==> config.mk <==
export PLATFORM = sky130hd
export DESIGN_NAME = spi_fifo_master
export DESIGN_NICKNAME = d
export VERILOG_FILES = /design/src/rtl/spi_fifo_pkg.sv /design/src/rtl/spi_word_fifo.sv /design/src/rtl/spi_shift_engine.sv /design/src/rtl/spi_fifo_master.sv
export SDC_FILE = /design/constraint.sdc
export NUM_CORES = 1
export LEC_CHECK = 0
export ABC_AREA = 1
export BUFFER_PORTS_ARGS = -buffer_cell sky130_fd_sc_hd__buf_2
export CORE_MARGIN = 2
export CORE_UTILIZATION = 35
export CTS_CLUSTER_DIAMETER = 30
export CTS_CLUSTER_SIZE = 40
export DETAILED_ROUTE_END_ITERATION = 10
export MAX_ROUTING_LAYER = met4
export PLACE_DENSITY = 0.52
export SLEW_MARGIN = 25
export SYNTH_ARGS = -nofsm -noshare
export SYNTH_HDL_FRONTEND = slang
export SYNTH_HIERARCHICAL = 1
export SYNTH_SLANG_ARGS = --single-unit
==> constraint.sdc <==
create_clock -name clk -period 3 [get_ports clk]
set_input_delay 0.15 -clock clk [delete_from_list [all_inputs] [get_ports clk]]
set_output_delay 0.15 -clock clk [all_outputs]
set_load 0.005 [all_outputs]
==> src/rtl/spi_fifo_pkg.sv <==
package spi_fifo_pkg;
  localparam int unsigned ADDR_W = 5;
  localparam int unsigned WORD_W = 16;
  localparam int unsigned DIV_W  = 8;

  localparam logic [ADDR_W-1:0] OFS_MODE = 5'h00;
  localparam logic [ADDR_W-1:0] OFS_FRM  = 5'h04;
  localparam logic [ADDR_W-1:0] OFS_RATE = 5'h08;
  localparam logic [ADDR_W-1:0] OFS_STAT = 5'h14;
  localparam logic [ADDR_W-1:0] OFS_DATA = 5'h18;

  typedef enum logic [1:0] {
    MODE_OFF = 2'b00,
    MODE_CFG = 2'b01,
    MODE_RUN = 2'b10,
    MODE_RSV = 2'b11
  } op_mode_e;

  typedef struct packed {
    logic             cpol;
    logic             cpha;
    logic             msb_first;
    logic             wide;
    logic [DIV_W-1:0] div;
  } link_cfg_t;
endpackage

==> src/rtl/spi_word_fifo.sv <==
module spi_word_fifo #(
  parameter int unsigned W     = 16,
  parameter int unsigned DEPTH = 4
) (
  input  logic                         clk,
  input  logic                         rst,
  input  logic                         clr,
  input  logic                         push,
  input  logic [W-1:0]                 din,
  input  logic                         pop,
  output logic [W-1:0]                 dout,
  output logic [$clog2(DEPTH+1)-1:0]   count,
  output logic                         full,
  output logic                         empty
);
  localparam int unsigned AW = (DEPTH > 1) ? $clog2(DEPTH) : 1;
  localparam int unsigned CW = $clog2(DEPTH+1);
  localparam logic [AW-1:0] LAST = AW'(DEPTH-1);

  logic [W-1:0]  mem [DEPTH];
  logic [AW-1:0] wp, rp;
  logic          do_push, do_pop;

  assign full    = (count == CW'(DEPTH));
  assign empty   = (count == '0);
  assign do_push = push && !full;
  assign do_pop  = pop && !empty;
  assign dout    = mem[rp];

  always_ff @(posedge clk) begin
    if (do_push && !clr) mem[wp] <= din;
  end

  always_ff @(posedge clk) begin
    if (rst || clr) begin
      wp    <= '0;
      rp    <= '0;
      count <= '0;
    end else begin
      if (do_push) wp <= (wp == LAST) ? '0 : wp + 1'b1;
      if (do_pop)  rp <= (rp == LAST) ? '0 : rp + 1'b1;
      count <= count + CW'(do_push) - CW'(do_pop);
    end
  end

  a_r9_no_overflow: assert property (@(posedge clk) disable iff (rst)
    count <= CW'(DEPTH));
  a_r9_full_push_dropped: assert property (@(posedge clk) disable iff (rst)
    (full && push && !pop && !clr) |=> (count == $past(count)));
  a_r9_empty_pop_dropped: assert property (@(posedge clk) disable iff (rst)
    (empty && pop && !push && !clr) |=> (count == '0));
endmodule

==> src/rtl/spi_shift_engine.sv <==
module spi_shift_engine
  import spi_fifo_pkg::*;
#(
  parameter int unsigned WW = WORD_W,
  parameter int unsigned DW = DIV_W
) (
  input  logic          clk,
  input  logic          rst,
  input  logic          enable,
  input  link_cfg_t     cfg,
  input  logic          tx_valid,
  input  logic [WW-1:0] tx_word,
  input  logic          rx_room,
  input  logic          miso,
  output logic          tx_pop,
  output logic          rx_push,
  output logic [WW-1:0] rx_word,
  output logic          busy,
  output logic          sck,
  output logic          mosi
);
  localparam int unsigned IDX_W = $clog2(WW) + 1;

  logic [DW-1:0]    cnt;
  logic [IDX_W-1:0] bidx, len;
  logic [WW-1:0]    txw, rxw, rx_next;
  logic [DW:0]      div_eff, hi_start;
  logic             start, bit_end, last_bit;

  function automatic logic [IDX_W-2:0] pos(input logic [IDX_W-1:0] i,
                                           input logic [IDX_W-1:0] l,
                                           input logic m);
    logic [IDX_W-1:0] t;
    t = m ? (l - 1'b1 - i) : i;
    return t[IDX_W-2:0];
  endfunction

  assign div_eff  = (cfg.div == '0) ? (DW+1)'(1) : {1'b0, cfg.div};
  assign hi_start = (div_eff + 1'b1) >> 1;
  assign len      = cfg.wide ? IDX_W'(WW) : IDX_W'(WW/2);
  assign start    = !busy && enable && tx_valid && rx_room;
  assign bit_end  = busy && ({1'b0, cnt} == div_eff);
  assign last_bit = (bidx == len - 1'b1);
  assign tx_pop   = start;
  assign rx_push  = bit_end && last_bit;
  assign rx_word  = rx_next;

  always_comb begin
    rx_next = rxw;
    rx_next[pos(bidx, len, cfg.msb_first)] = miso;
  end

  always_ff @(posedge clk) begin
    if (rst) begin
      busy <= 1'b0;
      cnt  <= '0;
      bidx <= '0;
      txw  <= '0;
      rxw  <= '0;
      sck  <= 1'b0;
      mosi <= 1'b0;
    end else if (start) begin
      busy <= 1'b1;
      cnt  <= '0;
      bidx <= '0;
      txw  <= tx_word;
      rxw  <= '0;
      mosi <= tx_word[pos('0, len, cfg.msb_first)];
      sck  <= cfg.cpol ^ cfg.cpha;
    end else if (busy) begin
      if (bit_end) begin
        rxw <= rx_next;
        cnt <= '0;
        if (last_bit) begin
          busy <= 1'b0;
          sck  <= cfg.cpol;
        end else begin
          bidx <= bidx + 1'b1;
          mosi <= txw[pos(bidx + 1'b1, len, cfg.msb_first)];
          sck  <= cfg.cpol ^ cfg.cpha;
        end
      end else begin
        cnt <= cnt + 1'b1;
        sck <= cfg.cpol ^ cfg.cpha ^ (({1'b0, cnt} + 1'b1) >= hi_start);
      end
    end else begin
      sck <= cfg.cpol;
    end
  end

  a_r8_idle_level: assert property (@(posedge clk) disable iff (rst)
    (!busy && !$past(busy) && cfg.cpol == $past(cfg.cpol)) |-> (sck == cfg.cpol));
  a_r5_count_bound: assert property (@(posedge clk) disable iff (rst)
    busy |-> ({1'b0, cnt} <= div_eff));
  a_r8_mosi_at_boundary: assert property (@(posedge clk) disable iff (rst)
    (busy && $past(busy) && cnt != '0) |-> $stable(mosi));
endmodule

==> src/rtl/spi_fifo_master.sv <==
module spi_fifo_master
  import spi_fifo_pkg::*;
#(
  parameter int unsigned DEPTH = 4
) (
  input  logic              clk,
  input  logic              rst,
  input  logic              bus_wr,
  input  logic              bus_rd,
  input  logic [ADDR_W-1:0] bus_addr,
  input  logic [31:0]       bus_wdata,
  output logic [31:0]       bus_rdata,
  output logic              irq,
  output logic              sck,
  output logic              mosi,
  input  logic              miso
);
  localparam int unsigned CW = $clog2(DEPTH+1);

  op_mode_e         mode;
  link_cfg_t        cfg;
  logic [1:0]       rx_lvl;
  logic             rx_ie;
  logic             flush, tx_push, rx_pop, eng_pop, eng_push, busy;
  logic             tx_full, tx_empty, rx_full, rx_empty, thr_hit, idle;
  logic [WORD_W-1:0] tx_dout, rx_dout, eng_rx;
  logic [CW-1:0]    tx_cnt, rx_cnt;
  logic             unused_bits;

  assign unused_bits = ^{bus_wdata[31:16], bus_wdata[5], tx_full};
  assign flush   = bus_wr && bus_addr == OFS_MODE && bus_wdata[7:6] == MODE_CFG && bus_wdata[0];
  assign tx_push = bus_wr && bus_addr == OFS_DATA;
  assign rx_pop  = bus_rd && bus_addr == OFS_DATA;
  assign thr_hit = (32'(rx_cnt) >= 32'(rx_lvl) + 1);
  assign idle    = !busy && tx_empty;

  spi_word_fifo #(.W(WORD_W), .DEPTH(DEPTH)) u_txq (
    .clk(clk), .rst(rst), .clr(flush), .push(tx_push), .din(bus_wdata[WORD_W-1:0]),
    .pop(eng_pop), .dout(tx_dout), .count(tx_cnt), .full(tx_full), .empty(tx_empty));

  spi_word_fifo #(.W(WORD_W), .DEPTH(DEPTH)) u_rxq (
    .clk(clk), .rst(rst), .clr(flush), .push(eng_push), .din(eng_rx),
    .pop(rx_pop), .dout(rx_dout), .count(rx_cnt), .full(rx_full), .empty(rx_empty));

  spi_shift_engine u_eng (
    .clk(clk), .rst(rst), .enable(mode == MODE_RUN), .cfg(cfg),
    .tx_valid(!tx_empty), .tx_word(tx_dout), .rx_room(!rx_full), .miso(miso),
    .tx_pop(eng_pop), .rx_push(eng_push), .rx_word(eng_rx), .busy(busy),
    .sck(sck), .mosi(mosi));

  always_ff @(posedge clk) begin
    if (rst) begin
      mode   <= MODE_CFG;
      cfg    <= '{cpol: 1'b0, cpha: 1'b0, msb_first: 1'b0, wide: 1'b0, div: DIV_W'(1)};
      rx_lvl <= '0;
      rx_ie  <= 1'b0;
    end else if (bus_wr) begin
      if (bus_addr == OFS_MODE) mode <= op_mode_e'(bus_wdata[7:6]);
      if (mode == MODE_CFG && bus_addr == OFS_FRM) begin
        cfg.cpol      <= bus_wdata[0];
        cfg.cpha      <= bus_wdata[1];
        cfg.msb_first <= bus_wdata[2];
        rx_ie         <= bus_wdata[9];
        rx_lvl        <= bus_wdata[13:12];
      end
      if (mode == MODE_CFG && bus_addr == OFS_RATE) begin
        cfg.div  <= (bus_wdata[15:8] == '0) ? DIV_W'(1) : bus_wdata[15:8];
        cfg.wide <= (bus_wdata[4:0] == 5'd16);
      end
    end
  end

  always_ff @(posedge clk) begin
    if (rst) begin
      bus_rdata <= '0;
      irq       <= 1'b0;
    end else begin
      irq <= thr_hit && rx_ie;
      if (bus_rd) begin
        case (bus_addr)
          OFS_MODE: bus_rdata <= {24'b0, mode, 6'b0};
          OFS_FRM:  bus_rdata <= {18'b0, rx_lvl, 2'b0, rx_ie, 6'b0,
                                  cfg.msb_first, cfg.cpha, cfg.cpol};
          OFS_RATE: bus_rdata <= {16'b0, cfg.div, 3'b0, cfg.wide ? 5'd16 : 5'd8};
          OFS_STAT: bus_rdata <= {16'b0, 1'b0, thr_hit, 3'(tx_cnt), 3'(rx_cnt),
                                  5'b0, idle, 2'b0};
          OFS_DATA: bus_rdata <= rx_empty ? 32'b0 : {{(32-WORD_W){1'b0}}, rx_dout};
          default:  bus_rdata <= '0;
        endcase
      end
    end
  end

  a_r12_irq_gated: assert property (@(posedge clk) disable iff (rst)
    irq |-> $past(rx_ie));
  a_r4_cfg_frozen: assert property (@(posedge clk) disable iff (rst)
    (mode == MODE_RUN) |=> ($stable(cfg) && $stable(rx_lvl) && $stable(rx_ie)));
  a_r3_flush_empties: assert property (@(posedge clk) disable iff (rst)
    flush |=> (tx_cnt == '0 && rx_cnt == '0));
  a_r10_no_rx_drop: assert property (@(posedge clk) disable iff (rst)
    eng_push |-> !rx_full);
  a_r13_run_only: assert property (@(posedge clk) disable iff (rst)
    eng_pop |-> (mode == MODE_RUN));
endmodule

# ---- After elaboration in Yosys (flattened, before gate mapping)
# Memories as Yosys holds them, arrays and structs flattened. A register that Yosys moved wholly into a read port is not among the register bits.
# Index checks and enable logic that the tools add are counted.
dict set report op_classes {
  bitwise_logic 3
  reduce_logical 42
  n_eq_ne 17
  muxes 40
  n_lt_le_gt_ge 6
  add_sub_neg 16
}
# operator n
set op_table {}
lappend op_table {{$pmux W16 S5} 1}
lappend op_table {{$mux W8} 3}
lappend op_table {{$logic_and A1 B1 Y1} 21}
lappend op_table {{$mux W1} 19}
lappend op_table {{$bwmux W16} 1}
lappend op_table {{$logic_not A8 Y1} 2}
lappend op_table {{$mux W16} 1}
lappend op_table {{$mux W2} 8}
lappend op_table {{$eq A5 B5 Y1 const B} 3}
lappend op_table {{$lt A4 B5 Y1 const B} 3}
lappend op_table {{$mux W4} 3}
lappend op_table {{$eq A2 B2 Y1 const B} 5}
lappend op_table {{$add A8 B1 Y9 const B} 1}
lappend op_table {{$add A9 B1 Y9 const B} 1}
lappend op_table {{$eq A8 B9 Y1} 1}
lappend op_table {{$ge A9 B8 Y1} 1}
lappend op_table {{$add A2 B1 Y2 const B} 4}
lappend op_table {{$add A8 B1 Y8 const B} 1}
lappend op_table {{$bmux W1 S4} 2}
lappend op_table {{$reduce_and A2 Y1} 4}
lappend op_table {{$sub A4 B4 Y4} 2}
lappend op_table {{$add A3 B1 Y3} 2}
lappend op_table {{$eq A3 B3 Y1 const B} 2}
lappend op_table {{$logic_not A1 Y1} 6}
lappend op_table {{other kinds (21)} 27}
dict set report totals {
  n_memories 2
  ramBits 128
  in_bits 42
  register_bits 112
}
# memory depth width rd rd_clocked_by_memory_dff wr line
set memory_table {}
lappend memory_table {u_rxq.mem 4 16 1 1 1 spi_word_fifo.sv:20} ;# logic [W-1:0] mem [DEPTH];
lappend memory_table {u_txq.mem 4 16 1 1 1 spi_word_fifo.sv:20}

# ---- Depth between registers and ports, before layout
# Gate-level depths: netlist (run 1).
dict set report depth {
  word_depth 10
  depth_mapped 20
}

# ---- By module
# The synthesis (run 1) kept the hierarchy.
# module instances cells_each area_each_um2
set modules_own_cells {}
lappend modules_own_cells {spi_word_fifo 2 218 2864.0}
lappend modules_own_cells {spi_shift_engine 1 474 2992.9}
lappend modules_own_cells {spi_fifo_master 1 283 1898.1}

# ---- Least setup slack after synthesis (run 1)
# Ideal clock, no wire load.
dict set report synth_path {
  path_kind {reg-to-reg}
  from {register, netlist name cfg[7]}
  to {memory u_rxq.mem[0][0] (enable)}
  path_stages_with_launch 11
  period_less_slack_ns 2.998
  required_ns 2.587
  setup_time_ns 0.413
  arrival_time_ns 2.585
  slack_ns 0.002
  cell_sequence {dfxtp_1 inv_2 nand2_1 nand2_1 nor2_2 nand2_1 nor2_2 nand3_2 nor2_1 nand2_4 nor3b_1}
}
dict set report synth_between {
  elab_chain_len 9
}
# item line
set synth_lines {}
lappend synth_lines {{$logic_not A8 Y1} spi_shift_engine.sv:38} ;# assign div_eff = (cfg.div == '0) ? (DW+1)'(1) : {1'b0, cfg.div};
lappend synth_lines {{$mux W8 *} spi_shift_engine.sv:38}
lappend synth_lines {{$eq A8 B9 Y1 *} spi_shift_engine.sv:42} ;# assign bit_end = busy && ({1'b0, cnt} == div_eff);
lappend synth_lines {{$logic_and A1 B1 Y1 *} spi_shift_engine.sv:42}
lappend synth_lines {{$logic_and A1 B1 Y1 *} spi_shift_engine.sv:45} ;# assign rx_push = bit_end && last_bit;
lappend synth_lines {{named net eng_push} spi_fifo_master.sv:24} ;# logic flush, tx_push, rx_pop, eng_pop, eng_push, busy;
lappend synth_lines {{$logic_and A1 B1 Y1 *} spi_word_fifo.sv:26} ;# assign do_push = push && !full;
lappend synth_lines {{$logic_and A1 B1 Y1 *} spi_word_fifo.sv:31} ;# if (do_push && !clr) mem[wp] <= din;
lappend synth_lines {{$mux W1 *} spi_word_fifo.sv:31}
lappend synth_lines {{$mux W1 (implied by the code) *} spi_word_fifo.sv:31}
lappend synth_lines {{end: declaration} spi_word_fifo.sv:20}
# The timed path passes the listed nets; every way through them passes the cells marked *.

# ---- Worst setup path after layout (run 1)
dict set report layout_path {
  from {register, netlist name cfg[5]}
  to {register u_rxq.count[2]}
}
dict set report layout_between {
  elab_chain_len 8
}
# item line
set layout_lines {}
lappend layout_lines {{$logic_not A8 Y1} spi_shift_engine.sv:38}
lappend layout_lines {{$mux W8 *} spi_shift_engine.sv:38}
lappend layout_lines {{$eq A8 B9 Y1 *} spi_shift_engine.sv:42}
lappend layout_lines {{$logic_and A1 B1 Y1 *} spi_shift_engine.sv:42}
lappend layout_lines {{$logic_and A1 B1 Y1 *} spi_shift_engine.sv:45}
lappend layout_lines {{named net eng_push} spi_fifo_master.sv:24}
lappend layout_lines {{$logic_and A1 B1 Y1 *} spi_word_fifo.sv:26}
lappend layout_lines {{$add A3 B1 Y3 *} spi_word_fifo.sv:42} ;# count <= count + CW'(do_push) - CW'(do_pop);
lappend layout_lines {{$sub A3 B1 Y3 *} spi_word_fifo.sv:42}
lappend layout_lines {{end signal: assignment} spi_word_fifo.sv:42}
lappend layout_lines {{end: declaration} spi_word_fifo.sv:12} ;# output logic [$clog2(DEPTH+1)-1:0] count,
# Marked as above.
# A chain may end at the register's enable or synchronous reset.

==> metrics, run 1 <==
routed vias/inst=4.84; Most Used Layer, Global Route=met2; TritonCTS Buffers=57; filler cell count=~2800; H-tree level count=2; M1 GR Usage=23.6%; number of instances resized during post-cts repair=0; CTS tree=done; Hold Path Depth=4; clock root buffer=clkbuf_16; post-route core utilization=45.4%; largest clock skew in the final design=approximately 0.018 ns; Worst Setup End Kind=register; launch point of the critical path=cfg[5]; Yosys warning total=6; TritonCTS sink count=between 200 and 250; violation count after the first detailed-route iteration=between 500 and 600; placed wire-length estimate after detailed placement=~19 mm; post-CTS repair timing setup buffer count=0; max capacitance violation total=0; number of inserted diodes=0; placed cell count=~1600; Final Hold Violating Endpoints=0; antenna-violating nets left=0; depth of the worst register-to-register path=16; insertion delay to the later sink of the worst-skew pair=0.57 ns; gate count of the mapped netlist=1192; wire length per cell=between 15 and 20 µm; Worst Hold End=bus_rdata[8]; final estimated routing congestion in global placement=0.843; synthesis-to-finish area growth=27.1%; run status=completed; vias in the first global route=between 8000 and 9000; grt met3 use=3.15%; worst r2r src=cfg[5]; worst-case vdd ir drop=0.484 mV; number of buffers on the longest clock path=3; Critical R2R Capture=u_rxq/count[2]; cell area after synthesis=between 10000 and 15000 µm²; Max Fanout on Critical Path=7; power density over the cells=between 700 and 800 nW/µm²; number of design rule violations left after detail routing=0; RSZ-0062 raised after global routing=false; Worst-path clk slew=~0.040 ns; top-level I/O count=a little under 80; Max Freq=about 380 MHz; Tightest Pin Transition=~0.65 ns; area of the die=roughly 32000 µm²; number of antenna violations at the first check in global routing=0; number of buffers inserted for hold repair after clock tree synthesis=16; die width=around 180 µm; met2 track demand over resource=28.9%; critical path class=register to register; final cycle utilization of the critical path=about 90%; Final Hold Slack=just over 0.07 ns; total wirelength of the detailed-routed design=about 28 mm; global-route wire length before repair=roughly 44 mm; number of detailed-routing iterations run before antenna repair=5; number of setup violations in the final report=0; post-route minimum period=2.66 ns; Core Footprint=slightly below 30000 µm²; starting density of the core=a little over a third; Sum Neg Setup Slack=0 ns; Final Max Tran Viols=0; Slew headroom=56.3%; static leakage=about 5.4 nW; worst endpoint data arrival time=roughly 3.2 ns; Die Y-Extent=around 180 µm; vias post-DR=roughly 8400; Std-Cell Rows=63; total number of nets in the final design=approximately 1400; largest net degree at the start of global routing=34; gr ovfl total=0; share of post-route cells with drive strength above 1=between 10% and 20%; setup slack of the most critical reg-to-reg path=around 0.34 ns; final instance count without filler cells=approximately 1700; Avg Synthesized Cell Area=a little under 9 µm²; number of port buffers=44; type of element launching the critical path=register; critical hold path startpoint=bus_rd; total track usage=between 15 and 20%; type of the worst min-delay path=primary input to register; CP Data Required Time=around 3.5 ns
## stage by stage
stage | setup WS, ns | area, µm² | total power, mW
after floorplan | 0.00230 | 10700 | 3.46
after global placement | 0.352 | 11300 | 3.52
after detailed placement | 0.316 | 11300 | 3.52
after CTS | 0.357 | 13500 | 9.97
after global routing | 0.0592 | 13500 | 10.2
final | 0.340 | 13500 | 9.89
## cell usage in the layout (no fill, tap or decap), drive strengths merged, types with 4 or more instances in the layout
cell         instances
dfxtp              100
nor3                 6
nor3b                8
ha                  28
buf                 67
o22ai               35
xnor2                6
inv                127
nand3               46
dlygate4sd3         16
edfxtp             128
clkinvlp             4
nor2               173
conb                16
nand2              219
o21a                 8
nand4               19
a21oi               74
o21ai              138
clkinv              29
bufinv              11
nand3b               4
xor2                13
clkbuf              61
## per-layer routing
layer,part of all wire (%),vias up
met1,46,3921
met5,0,-
met3,4.7,57
li1,-,4219
met4,2.6,0
met2,46,197
## cell type report
class	instances	area [µm²]	share of cell area, %
clock buffers	61	1460	10.8
clock inverters	46	592	4.39
inverters	125	472	3.50
multi-input cells	800	4080	30.2
flip-flops and latches	228	5850	43.3
well taps	390	488	3.62
repair buffers	83	553	4.10
## flip-flops by register name, indices dropped and copies added, names as in the netlist, 2 cells and up, named ones only
signal and flops:
u_txq/rp 2, rx_lvl 2, u_rxq/wp 2, cfg 12, u_txq/mem 64, bus_rdata 16, u_eng/cnt 8, u_txq/wp 2
u_txq/count 3, u_eng/txw 16, u_rxq/count 3, mode 2, u_rxq/mem 64, u_rxq/rp 2, u_eng/rxw 16, u_eng/bidx 5
## critical path: stages, from the launching register on
cell and delay [ns]:
dfxtp_1 0.47, inv_2 0.07, nand2_1 0.06, nand2_1 0.05
nor2_1 0.10, nand2_1 0.07, nor2_2 0.18, nand3_2 0.09
nor2_1 0.24, nand2_4 0.13, ha_1 0.30, inv_1 0.04
ha_1 0.18, fa_1 0.40, nand2_1 0.08, nand2_1 0.05
nor2_1 0.09
## how the worst max path moves through the flow
| stage | endpoint | slack [ns] |
|---|---|---|
| after global routing | u_eng/sck | 0.06 |
| after detailed placement | u_txq/mem[0][5] | 0.32 |
| after floorplan | u_rxq/mem[0][0] | 0.002 |
| final | u_rxq/count[2] | 0.34 |
| after CTS | u_rxq/count[2] | 0.36 |
| after global placement | u_txq/mem[0][5] | 0.35 |
## report_power, final
part	switching [mW]	internal, mW	leakage, nW
logic	0.122	0.0547	2.44
clock network	1.94	4.47	1.00
registers	0.00571	3.30	1.97
(Power assumes the default switching activity.)
==> run 2, diff against run 1 <==
- SETUP_SLACK_MARGIN: default -> 0.5
==> metrics, run 2 (synthesis results as in run 1) <==
run status=completed; worst-case vdd ir drop=roughly 0.48 mV; insertion delay to the later sink of the worst-skew pair=0.57 ns; largest net degree at the start of global routing=34; antenna-violating nets left=0; number of inserted diodes=0; max capacitance violation total=0; total wirelength of the detailed-routed design=~28 mm; critical path endpoint=u_rxq/count[2]; launch point of the critical path=u_eng/cnt[1]; part of the power in registers=between 30% and 40%; Largest regs=u_rxq/mem (64), u_txq/mem (64); starting density of the core=between 30% and 40%; Slew headroom=between 50% and 60%; type of the worst min-delay path=primary input to register; top-level I/O count=77; placed cell count=1610; Core Footprint=a little under 30000 µm²; TritonCTS Buffers=57; crit-path most repeated cell=nand2_1; chain of cells forming the critical path=xor2_1 -> nor2_1 -> nand2_1 -> nor2_4 -> nand3_2 -> nor2_4 -> nand2_4 -> ha_4 -> inv_2 -> ha_2 -> fa_1 -> nand2_1 -> nand2_1 -> nor2_1; Max Freq=~420 MHz; power density over the cells=approximately 720 nW/µm²; static leakage=5.48 nW; CTS tree=done; sequential cell area=just under 6000 µm²; Worst Setup End Kind=register; buffering stage count on the worst path with inverters included=1; number of setup violations in the final report=0; Std-Cell Rows=between 60 and 70; synthesis-to-finish area growth=29.3%; vias in the first global route=roughly 8000; share of post-route cells with drive strength above 1=between 10% and 20%; final estimated routing congestion in global placement=~0.84; Gate power share=under 10%; wire length per cell=between 15 and 20 µm; RSZ-0062 raised after global routing=true; H-tree level count=2; gr ovfl total=0; number of design rule violations left after detail routing=0; type of element launching the critical path=register; clock root buffer=clkbuf_16; global-route wire length before repair=approximately 44 mm; placed wire-length estimate after detailed placement=18.6 mm; Slowest-stage cell, CP=fa_1; cell-internal power=~8 mW; violation count after the first detailed-route iteration=~550; number of buffers on the longest clock path=3; clock group share of total power=64.9%; critical path class=register to register; switching power of the nets=2.07 mW; CP Data Required Time=3.50 ns; number of antenna violations at the first check in global routing=0; Max Fanout on Critical Path=5; Worst path depth=14; total track usage=a little under a fifth; TritonCTS sink count=approximately 230; Final Worst Setup Slack=roughly 0.59 ns; delay contributed by the slowest stage of the critical path=around 0.42 ns; Final Max Tran Viols=0; Setup Slack @ Placement=0.316 ns; vias post-DR=8467; number of port buffers=44; Final Hold Violating Endpoints=0; post-route minimum period=2.41 ns; leading cell type in the layout, fill and taps excluded=nand2_1; routed vias/inst=4.85; Critical R2R Capture=u_rxq/count[2]; Worst-path clk slew=around 0.04 ns; total number of nets in the final design=around 1400; Multi-input gate area=4180 µm²; final instance count without filler cells=1745; Die Y-Extent=approximately 180 µm; largest clock skew in the final design=roughly 0.017 ns; area of the die=around 32000 µm²; proportion of total power due to net switching=21.0%; worst endpoint data arrival time=a little under 3 ns; cell type group with the largest total delay on the critical path=simple AND/OR/NAND/NOR gates; depth of the worst register-to-register path=14; worst r2r src=u_eng/cnt[1]; die width=~180 µm; number of detailed-routing iterations run before antenna repair=5; most frequent cells in the layout=207 x nand2_1, 156 x nor2_1, 128 x edfxtp_1, 104 x inv_1, 95 x o21ai_0; final cycle utilization of the critical path=about four fifths; filler cell count=between 2000 and 3000; Tightest Pin Transition=0.653 ns; setup slack of the most critical reg-to-reg path=slightly below 0.6 ns; Sum Neg Setup Slack=0 ns
[run 2: changes by cell type in the layout (fill, tap and decap cells not counted), sizes merged]
cell	before	now
buf	67	79
[run 2: tightest hold or removal path, delay by kind of cell]
kind | cells | cell delay [ns]
AND/OR/NAND/NOR | 1 | 0.08
AO/OA/AOI/OAI | 1 | 0.05
buffers and inverters | 2 | 0.30
[run 2: layout make-up]
type	instances	share of cell area, %
clock buffer	61	10.6
clock inverter	46	4.31
inverter	125	3.47
multi-input combinational	800	30.4
sequential	228	42.9
tap	390	3.55
timing repair buffer	95	4.68
[run 2: how the worst min path moves through the flow]
stage                     slack [ns]              end  depth (start not counted)          from
final                           0.07    bus_rdata[10]                          4        bus_rd
after global routing            0.07     bus_rdata[8]                          4        bus_rd
after CTS                       0.04          mode[1]                          5        bus_wr
after detailed placement        0.37  u_txq/mem[3][5]                          1  bus_wdata[5]
after global placement          0.37  u_txq/mem[0][5]                          1  bus_wdata[5]
after floorplan                 0.22       u_eng/busy                          1           rst
[run 2: repair_timing]
| item | CTS | global route |
|---|---|---|
| hold buffers | 16 | 0 |
| resized for setup | 10 | 48 |
| setup buffers | 0 | 12 |
| pin swaps | 0 | 15 |
| setup endpoints to repair | 3 | 5 |
| endpoints found under the hold margin | 77 | 0 |
[run 2: power by group through the flow]
| stage | clock (mW) | sequential (mW) | combinational (mW) |
|---|---|---|---|
| floorplan | 0 | 3.36 | 0.101 |
| global placement | 0 | 3.36 | 0.160 |
| detailed placement | 0 | 3.36 | 0.161 |
| CTS | 6.49 | 3.30 | 0.177 |
| global route | 6.66 | 3.29 | 0.201 |
| finish | 6.42 | 3.30 | 0.179 |
[run 2: layer usage]
| metal | vias up | part of all wire [%] | track usage [%] |
|---|---|---|---|
| li1 | 4242 | - | - |
| met1 | 3987 | 46 | 23.7 |
| met2 | 187 | 47 | 29.0 |
| met3 | 51 | 4.5 | 3.15 |
| met4 | 0 | 2.2 | 6.18 |
| met5 | - | 0 | - |
[run 2: metrics by stage]
step	util [%]	power (mW)	instance area (µm²)	hold WS, ns
3_3_place_gp	37.9	3.52	11300	0.371
2_1_floorplan	-	3.46	10700	0.219
3_5_place_dp	37.9	3.52	11300	0.371
4_1_cts	45.4	9.97	13500	0.0416
5_1_grt	46.2	10.2	13700	0.0716
6_report	46.2	9.89	13700	0.0658
==> run 3, diff against run 2 <==
- PLACE_DENSITY: 0.52 -> 0.5
- clock period: 3 -> 2.3 ns (I/O delays scaled with it)
==> metrics, run 3 (synthesis results as in run 1) <==
placed wire-length estimate after detailed placement=slightly below 20 mm; gr ovfl total=0; failing checks=negative setup slack; Sum Neg Setup Slack=-0.354 ns; proportion of total power due to net switching=20.0%; Hold Path Depth=5; worst-case vdd ir drop=approximately 0.54 mV; Critical R2R Capture=u_rxq/count[1]; number of buffers on the longest clock path=3; critical hold path startpoint=bus_wr; type of the worst min-delay path=primary input to register; cell-internal power=10.1 mW; post-route core utilization=between 40% and 50%; Max Freq=~430 MHz; Worst-path clk slew=about 0.040 ns; number of design rule violations left after detail routing=0; TritonCTS Buffers=56; Multi-input gate area=around 4400 µm²; clock root buffer=clkbuf_16; most frequent cells in the layout=199 x nand2_1, 144 x nor2_1, 128 x edfxtp_1, 94 x inv_1, 87 x o21ai_0; power density over the cells=a little under 900 nW/µm²; H-tree level count=2; Die Y-Extent=178 µm; type of element launching the critical path=register; Final Max Tran Viols=0; Final Total Pwr=between 10 and 15 mW; largest net degree at the start of global routing=34; final cycle utilization of the critical path=101%; global-route wire length before repair=between 40 and 50 mm; depth of the worst register-to-register path=15; CTS tree=done; worst r2r src=cfg[2]; leading cell type in the layout, fill and taps excluded=nand2_1; vias in the first global route=about 8400; RSZ-0062 raised after global routing=true; part of the power in registers=about a third; filler cell count=2754; Setup Slack @ Placement=between 0.01 and 0.015 ns; die width=around 180 µm; Gate power share=approximately 2%; share of post-route cells with drive strength above 1=25.0%; largest clock skew in the final design=0.0224 ns; area of the die=roughly 32000 µm²; Worst Hold End=mode[1]; routed vias/inst=about 4.9; top-level I/O count=77; clock group share of total power=between 60% and 70%; wire length per cell=between 15 and 20 µm; synthesis-to-finish area growth=36.5%; antenna-violating nets left=0; starting density of the core=about 36%; worst endpoint data arrival time=approximately 2.8 ns; max capacitance violation total=0; Slew headroom=about three fifths; critical path class=register to register; Largest regs=u_rxq/mem (64), u_txq/mem (64); Final Hold Violating Endpoints=0; Tightest Pin Transition=between 0.6 and 0.7 ns; CP Data Required Time=roughly 2.8 ns; switching power of the nets=between 2 and 3 mW; sequential cell area=5880 µm²; static leakage=~5.8 nW; number of detailed-routing iterations run before antenna repair=5; Max Fanout on Critical Path=4; Final Worst Setup Slack=-0.0266 ns; violation count after the first detailed-route iteration=about 530; Core Footprint=between 20000 and 30000 µm²; TritonCTS sink count=between 200 and 250; post-route minimum period=roughly 2.3 ns; number of antenna violations at the first check in global routing=0; insertion delay to the later sink of the worst-skew pair=0.56 ns; setup slack of the most critical reg-to-reg path=-0.03 ns; total number of nets in the final design=between 1000 and 1500; number of port buffers=44; total track usage=19.1%; total wirelength of the detailed-routed design=29.4 mm; number of setup violations in the final report=17; number of inserted diodes=0; run status=finished, violations left; Worst Setup End Kind=register; Std-Cell Rows=63; final estimated routing congestion in global placement=slightly above 0.8; vias post-DR=about 8700
## run 3: final cells by class
class / count / area share (%)
clock buffer: 66 / 10.1
clock inverter: 37 / 3.43
inverter: 125 / 3.62
multi-input combinational: 800 / 30.3
sequential: 228 / 40.6
tap: 390 / 3.37
timing repair buffer: 146 / 8.55
timing repair inverter: 2 / 0.147
## run 3: what timing repair did
action / in CTS / in global routing
buffers inserted: 5 / 10
hold buffers: 16 / 0
gates resized for setup: 25 / 94
pin swaps: 2 / 21
setup endpoints to repair: 154 / 184
gates cloned: 1 / 3
endpoints found under the hold margin: 80 / 0
## run 3: power groups by stage
stage	Combinational (mW)	Sequential (mW)	Clock, mW
after floorplan	0.132	4.38	0
after CTS	0.243	4.31	8.15
after global routing	0.278	4.30	8.41
final	0.250	4.31	8.05
after global placement	0.220	4.38	0
after detailed placement	0.221	4.38	0
## run 3: metrics by stage
step                hold slack (ns)  std cells  area, µm²
floorplan                     0.184       1207      10800
global placement              0.340       1656      11800
detailed placement            0.344       1656      11800
CTS                         0.00172       1781      14100
global route                 0.0344       1794      14500
finish                       0.0253       1794      14500
## run 3: worst max-delay path by stage
| stage | cells after the start | from | to |
|---|---|---|---|
| floorplan | 13 | u_eng/cnt[3] | u_rxq/count[1] |
| global placement | 15 | u_eng/cnt[5] | u_rxq/count[1] |
| detailed placement | 12 | cfg[5] | u_rxq/count[1] |
| CTS | 15 | cfg[5] | u_rxq/count[1] |
| global route | 15 | cfg[2] | u_rxq/count[1] |
| finish | 15 | cfg[2] | u_rxq/count[1] |
## run 3: worst max-delay path, cell delays in order, from the launching register on
cell	delay, ns
dfxtp_2	0.36
inv_2	0.06
nand2_1	0.05
o21ai_1	0.07
nor2_2	0.07
nand2_1	0.06
nor2_2	0.15
nand3_2	0.12
nor2_4	0.17
nand2_4	0.08
ha_4	0.26
inv_2	0.04
ha_4	0.15
fa_2	0.53
inv_2	0.04
nor2_2	0.06
## run 3: routing by layer
layer  share of wire [%]  wire (µm)  global-route usage (%)
met1                  48      14000                    25.3
met2                  46      13500                    29.6
met3                 4.6       1370                    3.62
met4                 1.9        554                    5.60
met5                   0          0                       -
